==> config.mk <==
export PLATFORM = sky130hd
export DESIGN_NAME = serial_frame_rx
export DESIGN_NICKNAME = d
export VERILOG_FILES = /design/src/rtl/arx_pkg.sv /design/src/rtl/arx_sync.sv /design/src/rtl/arx_assembler.sv /design/src/rtl/arx_hold.sv /design/src/rtl/serial_frame_rx.sv
export SDC_FILE = /design/constraint.sdc
export NUM_CORES = 1
export LEC_CHECK = 0
export BUFFER_PORTS_ARGS = -buffer_cell sky130_fd_sc_hd__buf_2
export CAP_MARGIN = 20
export CORE_MARGIN = 1
export CORE_UTILIZATION = 57
export CTS_CLUSTER_SIZE = 12
export DETAILED_ROUTE_END_ITERATION = 10
export MAX_ROUTING_LAYER = met4
export PLACE_DENSITY = 0.85
export SYNTH_ARGS = -nofsm -noshare
export SYNTH_HDL_FRONTEND = slang
export SYNTH_SLANG_ARGS = --single-unit
==> constraint.sdc <==
create_clock -name clk -period 2.45 [get_ports clk]
set_input_delay 0.245 -clock clk [delete_from_list [all_inputs] [get_ports clk]]
set_output_delay 0.245 -clock clk [all_outputs]
set_load 0.02 [all_outputs]
==> src/rtl/arx_pkg.sv <==
package arx_pkg;
  typedef enum logic [2:0] {
    ST_HUNT,
    ST_START,
    ST_DATA,
    ST_EXTRA,
    ST_STOP1,
    ST_STOP2,
    ST_TAIL
  } arx_state_e;
endpackage

==> src/rtl/arx_sync.sv <==
module arx_sync #(
  parameter int STAGES = 2
) (
  input  logic clk,
  input  logic rst_n,
  input  logic d_i,
  output logic q_o
);
  logic [STAGES-1:0] chain_q;

  generate
    if (STAGES == 1) begin : g_single
      always_ff @(posedge clk or negedge rst_n)
        if (!rst_n) chain_q <= '1;
        else        chain_q <= d_i;
    end else begin : g_chain
      always_ff @(posedge clk or negedge rst_n)
        if (!rst_n) chain_q <= '1;
        else        chain_q <= {chain_q[STAGES-2:0], d_i};
    end
  endgenerate

  assign q_o = chain_q[STAGES-1];
endmodule

==> src/rtl/arx_assembler.sv <==
module arx_assembler #(
  parameter int DW = 8,
  localparam int IW = $clog2(DW)
) (
  input  logic          clk,
  input  logic          rst_n,
  input  logic          clr_i,
  input  logic          load_i,
  input  logic          bit_i,
  input  logic [IW-1:0] idx_i,
  input  logic          msb_first_i,
  input  logic          short_i,
  output logic [DW-1:0] word_o,
  output logic          xor_o
);
  logic [IW-1:0] top_pos, pos;

  // Highest occupied position depends on word length.
  assign top_pos = short_i ? IW'(DW-2) : IW'(DW-1);
  assign pos     = msb_first_i ? (top_pos - idx_i) : idx_i;

  always_ff @(posedge clk or negedge rst_n)
    if (!rst_n)      word_o <= '0;
    else if (clr_i)  word_o <= '0;
    else if (load_i) word_o[pos] <= bit_i;

  assign xor_o = ^word_o;

  // a short word never writes the top position.
  assert_short_top_R4: assert property (@(posedge clk) disable iff (!rst_n)
    (clr_i && short_i) |=> !word_o[DW-1]);
endmodule

==> src/rtl/arx_hold.sv <==
module arx_hold #(
  parameter int DW = 8
) (
  input  logic          clk,
  input  logic          rst_n,
  input  logic          load_i,
  input  logic [DW-1:0] word_i,
  input  logic          marker_i,
  input  logic          perr_i,
  input  logic          ferr_i,
  input  logic          stop2_bad_i,
  input  logic          ready_i,
  output logic          valid_o,
  output logic [DW-1:0] data_o,
  output logic          marker_o,
  output logic          perr_o,
  output logic          ferr_o
);
  always_ff @(posedge clk or negedge rst_n)
    if (!rst_n) begin
      valid_o  <= 1'b0;
      data_o   <= '0;
      marker_o <= 1'b0;
      perr_o   <= 1'b0;
      ferr_o   <= 1'b0;
    end else if (load_i) begin
      // New word wins over a same-cycle acceptance.
      valid_o  <= 1'b1;
      data_o   <= word_i;
      marker_o <= marker_i;
      perr_o   <= perr_i;
      ferr_o   <= ferr_i;
    end else begin
      if (valid_o && ready_i) valid_o <= 1'b0;
      if (stop2_bad_i)        ferr_o  <= 1'b1;
    end

  assert_load_sets_R8: assert property (@(posedge clk) disable iff (!rst_n)
    load_i |=> valid_o);
  assert_take_clears_R10: assert property (@(posedge clk) disable iff (!rst_n)
    (valid_o && ready_i && !load_i) |=> !valid_o);
  assert_word_stable_R10: assert property (@(posedge clk) disable iff (!rst_n)
    (valid_o && !load_i) |=> $stable(data_o));
  assert_second_stop_R7: assert property (@(posedge clk) disable iff (!rst_n)
    stop2_bad_i |=> ferr_o);
endmodule

==> src/rtl/serial_frame_rx.sv <==
module serial_frame_rx
  import arx_pkg::*;
#(
  parameter int DW       = 8,
  parameter int OVS      = 16,
  parameter int SYNC_LEN = 2
) (
  input  logic          clk,
  input  logic          rst_n,
  input  logic          rx_line,
  input  logic          os_tick,
  input  logic          cfg_data8,
  input  logic          cfg_par_en,
  input  logic          cfg_par_odd,
  input  logic          cfg_mp,
  input  logic          cfg_stop2,
  input  logic          cfg_msb_first,
  output logic          m_valid,
  input  logic          m_ready,
  output logic [DW-1:0] m_data,
  output logic          m_marker,
  output logic          par_err,
  output logic          frm_err,
  output logic          bus_idle
);
  localparam int CW = $clog2(OVS);
  localparam int IW = $clog2(DW);
  localparam logic [CW-1:0] MID  = CW'(OVS/2 - 1);
  localparam logic [CW-1:0] LAST = CW'(OVS - 1);

  arx_state_e    st;
  logic          rx_s;
  logic [CW-1:0] os_cnt;
  logic [IW-1:0] idx;
  logic [IW-1:0] last_idx;
  logic          extra_q;
  logic          use_extra;
  logic          smp;
  logic          start_ok;
  logic          done;
  logic          stop2_bad;
  logic [DW-1:0] asm_word;
  logic          asm_xor;
  logic          par_bad;

  arx_sync #(.STAGES(SYNC_LEN)) u_sync (
    .clk(clk), .rst_n(rst_n), .d_i(rx_line), .q_o(rx_s));

  assign last_idx  = cfg_data8 ? IW'(DW-1) : IW'(DW-2);
  assign use_extra = cfg_par_en | cfg_mp;
  assign smp       = os_tick && (os_cnt == LAST);
  assign start_ok  = os_tick && (st == ST_START) && (os_cnt == MID) && !rx_s;
  assign done      = smp && (st == ST_STOP1);
  assign stop2_bad = smp && (st == ST_STOP2) && !rx_s;
  assign par_bad   = extra_q ^ asm_xor ^ cfg_par_odd;

  always_ff @(posedge clk or negedge rst_n)
    if (!rst_n) begin
      st       <= ST_HUNT;
      os_cnt   <= '0;
      idx      <= '0;
      extra_q  <= 1'b0;
      bus_idle <= 1'b1;
    end else if (os_tick) begin
      case (st)
        ST_HUNT:
          if (!rx_s) begin
            st     <= ST_START;
            os_cnt <= '0;
          end
        ST_START:
          if (os_cnt == MID) begin
            os_cnt <= '0;
            if (!rx_s) begin
              st       <= ST_DATA;
              idx      <= '0;
              bus_idle <= 1'b0;
            end else begin
              // Pulse too short: line is back at mark level.
              st       <= ST_HUNT;
              bus_idle <= 1'b1;
            end
          end else begin
            os_cnt <= os_cnt + 1'b1;
          end
        ST_TAIL:
          if (!rx_s) begin
            st     <= ST_START;
            os_cnt <= '0;
          end else if (os_cnt == MID) begin
            st       <= ST_HUNT;
            os_cnt   <= '0;
            bus_idle <= 1'b1;
          end else begin
            os_cnt <= os_cnt + 1'b1;
          end
        default:
          if (os_cnt == LAST) begin
            os_cnt <= '0;
            case (st)
              ST_DATA: begin
                idx <= idx + 1'b1;
                if (idx == last_idx) st <= use_extra ? ST_EXTRA : ST_STOP1;
              end
              ST_EXTRA: begin
                extra_q <= rx_s;
                st      <= ST_STOP1;
              end
              ST_STOP1: st <= cfg_stop2 ? ST_STOP2 : ST_TAIL;
              default:  st <= ST_TAIL;
            endcase
          end else begin
            os_cnt <= os_cnt + 1'b1;
          end
      endcase
    end

  arx_assembler #(.DW(DW)) u_asm (
    .clk(clk), .rst_n(rst_n),
    .clr_i(start_ok),
    .load_i(smp && (st == ST_DATA)),
    .bit_i(rx_s),
    .idx_i(idx),
    .msb_first_i(cfg_msb_first),
    .short_i(!cfg_data8),
    .word_o(asm_word),
    .xor_o(asm_xor));

  arx_hold #(.DW(DW)) u_hold (
    .clk(clk), .rst_n(rst_n),
    .load_i(done),
    .word_i(asm_word),
    .marker_i(cfg_mp & extra_q),
    .perr_i(cfg_par_en & ~cfg_mp & par_bad),
    .ferr_i(!rx_s),
    .stop2_bad_i(stop2_bad),
    .ready_i(m_ready),
    .valid_o(m_valid),
    .data_o(m_data),
    .marker_o(m_marker),
    .perr_o(par_err),
    .ferr_o(frm_err));

  assert_start_low_R2: assert property (@(posedge clk) disable iff (!rst_n)
    ($past(st) == ST_START && st == ST_DATA) |-> !$past(rx_s));
  assert_short_word_R3: assert property (@(posedge clk) disable iff (!rst_n)
    (done && !cfg_data8) |=> !m_data[DW-1]);
  assert_mp_no_parity_R6: assert property (@(posedge clk) disable iff (!rst_n)
    (done && cfg_mp) |=> !par_err);
  assert_busy_in_frame_R9: assert property (@(posedge clk) disable iff (!rst_n)
    (st == ST_DATA || st == ST_EXTRA || st == ST_STOP1 || st == ST_STOP2) |-> !bus_idle);
  assert_idle_source_R9: assert property (@(posedge clk) disable iff (!rst_n)
    $rose(bus_idle) |-> ($past(st) == ST_TAIL || $past(st) == ST_START));
endmodule

==> impl_metrics.json <==
{
  "outcome": "complete, no violations",
  "yosys.area.top_type": "dfrtp_1",
  "cap_viol_max_count": 0,
  "fin_crit_ps": 2018,
  "clockBufferDepth": 2,
  "firstDrtPassIters": 4,
  "num_vias": 1494,
  "vias_per_cell": 5.473,
  "leakagePower_nw": 1.059,
  "die_y_um": 59.31,
  "port_buffers": 23,
  "peakVddDrop_uv": 445.6,
  "cts_tree": "yes",
  "synth_seq_cells": 34,
  "pin_count": 24,
  "path_max_fanout": 15,
  "setup-tns-final_ps": 0,
  "yosys-top-cells-area": "dfrtp_1 41%, nand2_1 11%, xnor2_1 4.7%",
  "drc": 0,
  "rsz0062_at_grt": "no",
  "holdWs_ps": 84.39,
  "timing_worst_setup_path_type": "flip-flop to flip-flop",
  "synth_cells": 205,
  "worstPathArrival_ps": 2250,
  "power_density_nw_per_um2": 704.1,
  "syn_avg_cell_area_um2": 9.131,
  "synth-edff-count": 0,
  "hold_viol": 0,
  "setup_viol": 0,
  "final_common_cell": "nand2_1",
  "area_delta_synth_final_pct": 12.70,
  "synth_area_um2": 1872,
  "clock_latency_ps": 340,
  "clock-sinks": 34,
  "post_cts_buffers": 0,
  "drt_iter0_markers": 87,
  "worst_pin_slew_ps": 731.3,
  "endpoint_kind": "flip-flop",
  "h-tree-depth": 2,
  "grt_antenna_before_repair": 0,
  "slew_headroom": 0.5125,
  "fmax_ghz": 0.4956,
  "period_share": 0.8235,
  "gp_congestion": 0.8838,
  "async_flop_share": 1.000,
  "cp.required_ps": 2690,
  "cp-start-kind": "flip-flop",
  "hp-class": "input pin to flip-flop",
  "skew_ps": 10.56,
  "gr-total-overflow": 0,
  "seq_area_frac_synth": 0.4566,
  "synth_flop_cell": "dfrtp_1",
  "track_usage": 0.2480,
  "clkTransAtPathRegs_ps": 110,
  "fin_nets": 243,
  "grt_pass1_vias": 1424,
  "dp_hpwl_um": 2597,
  "layout-drive-gt1-share": 0.2009,
  "grt_pass1_wl_um": 6265,
  "cts_root_buffer": "clkbuf_4",
  "rows": 20,
  "die_x_um": 59.31,
  "core-area_um2": 3078,
  "synth.distinct_cells": 50,
  "start_util": 0.6081,
  "ant_nets": 0,
  "final_max_slew_viol_count": 0,
  "drt_wl_total_um": 3610,
  "n_antenna_cell": 0,
  "layout_common_cells": "54 x nand2_1, 31 x dfrtp_1, 23 x buf_2",
  "synth.net_count": 220,
  "grt_max_degree": 35,
  "netlist.area_leader.share": 0.4144,
  "cts_buffers": 5,
  "ys_warn_count": 0,
  "wl_per_cell_um": 13.22,
  "die_area_um2": 3517,
  "fill_cells": 262
}
==> synthesized netlist by cell type (2+ instances only) <==
cell type  count
mux2i_1        7
o21ai_0       16
nor3_1         3
a21o_1         4
nand3_1        9
nand2_1       54
nor3b_1        2
ha_1           4
clkbuf_1       8
o31ai_1        2
a32o_1         2
nor2_1         5
a21oi_1        3
nand3b_1       2
dfrtp_1       31
inv_1          7
xnor2_1       10
o41ai_1        2
dfstp_2        3
==> final timing paths <==
check	start	endpoint	slack, ps	cells after the start
max reg2reg	st[0]	st[1]	430	5
min in group asynchronous	rst_n	u_hold.data_o[1]	510	2
min reg2reg	u_sync.chain_q[0]	u_sync.chain_q[1]	360	0
max in group asynchronous	rst_n	u_asm.word_o[0]	1470	2
min	m_ready	u_hold.valid_o	80	2
max	st[0]	st[1]	430	5
==> worst max-delay path: stages, from the launching register on <==
cell     delay (ps)
dfrtp_1         650
and3b_1         300
or2_1           260
and2_4          200
o21ai_2         170
mux2_1          330
==> layout make-up <==
| type | count | area (um2) | share of cell area |
|---|---|---|---|
| multi-input cells | 153 | 948.4 | 0.4496 |
| flip-flops and latches | 34 | 854.6 | 0.4051 |
| repair buffers | 26 | 142.6 | 0.06762 |
| clock buffers | 8 | 78.83 | 0.03737 |
| well taps | 44 | 55.05 | 0.02610 |
| inverters | 8 | 30.03 | 0.01423 |
==> state kept, by name (all words and copies together), names as in the netlist <==
signal           cells
u_sync.chain_q       2
u_hold.marker_o      1
idx                  3
st                   3
u_hold.ferr_o        1
u_hold.data_o        8
u_hold.perr_o        1
u_hold.valid_o       1
u_asm.word_o         8
os_cnt               4
extra_q              1
bus_idle             1
==> cell families after synthesis <==
logic type                 share of synthesized area
buffers and inverters                        0.03676
AOI/OAI and AO/OA                             0.1584
muxes                                        0.04947
adders and majority gates                    0.02674
DFF                                           0.4566
and+or+nand+nor                               0.2253
xor gates and xnor gates                     0.04679
==> metrics by stage <==
step / setup WS [ps] / cells / instance area [um2] / total power, mW / utilization
final: 432.4 / 273 / 2110 / 1.485 / 0.6854
after global routing: 245.6 / 273 / 2110 / 1.576 / 0.6854
after CTS: 436.8 / 273 / 2110 / 1.493 / 0.6854
after detailed placement: 472.4 / 263 / 2011 / 1.103 / 0.6533
after global placement: 511.9 / 263 / 2011 / 1.089 / 0.6533
after floorplan: 535.2 / 205 / 1872 / 1.009 / -
==> layer usage <==
layer  track usage  up-vias  part of all wire
met2        0.3676       29              0.47
met3       0.07642        6             0.037
met4        0.1020        0             0.014
li1              -      764                 -
met1        0.3141      695              0.48
met5             -        -                 0
==> repair_timing <==
action	4_1_cts	5_1_grt
hold buffers	2	0
endpoints found under the hold margin	32	0
gates resized for setup	0	0
==> power by group <==
part / internal [mW] / switching (mW) / leakage [nW] / total, mW
Sequential: 0.617 / 0.0959 / 0.455 / 0.713
Combinational: 0.176 / 0.214 / 0.560 / 0.390
Clock: 0.196 / 0.186 / 0.0446 / 0.382
Power figures use the tool's default switching activity.
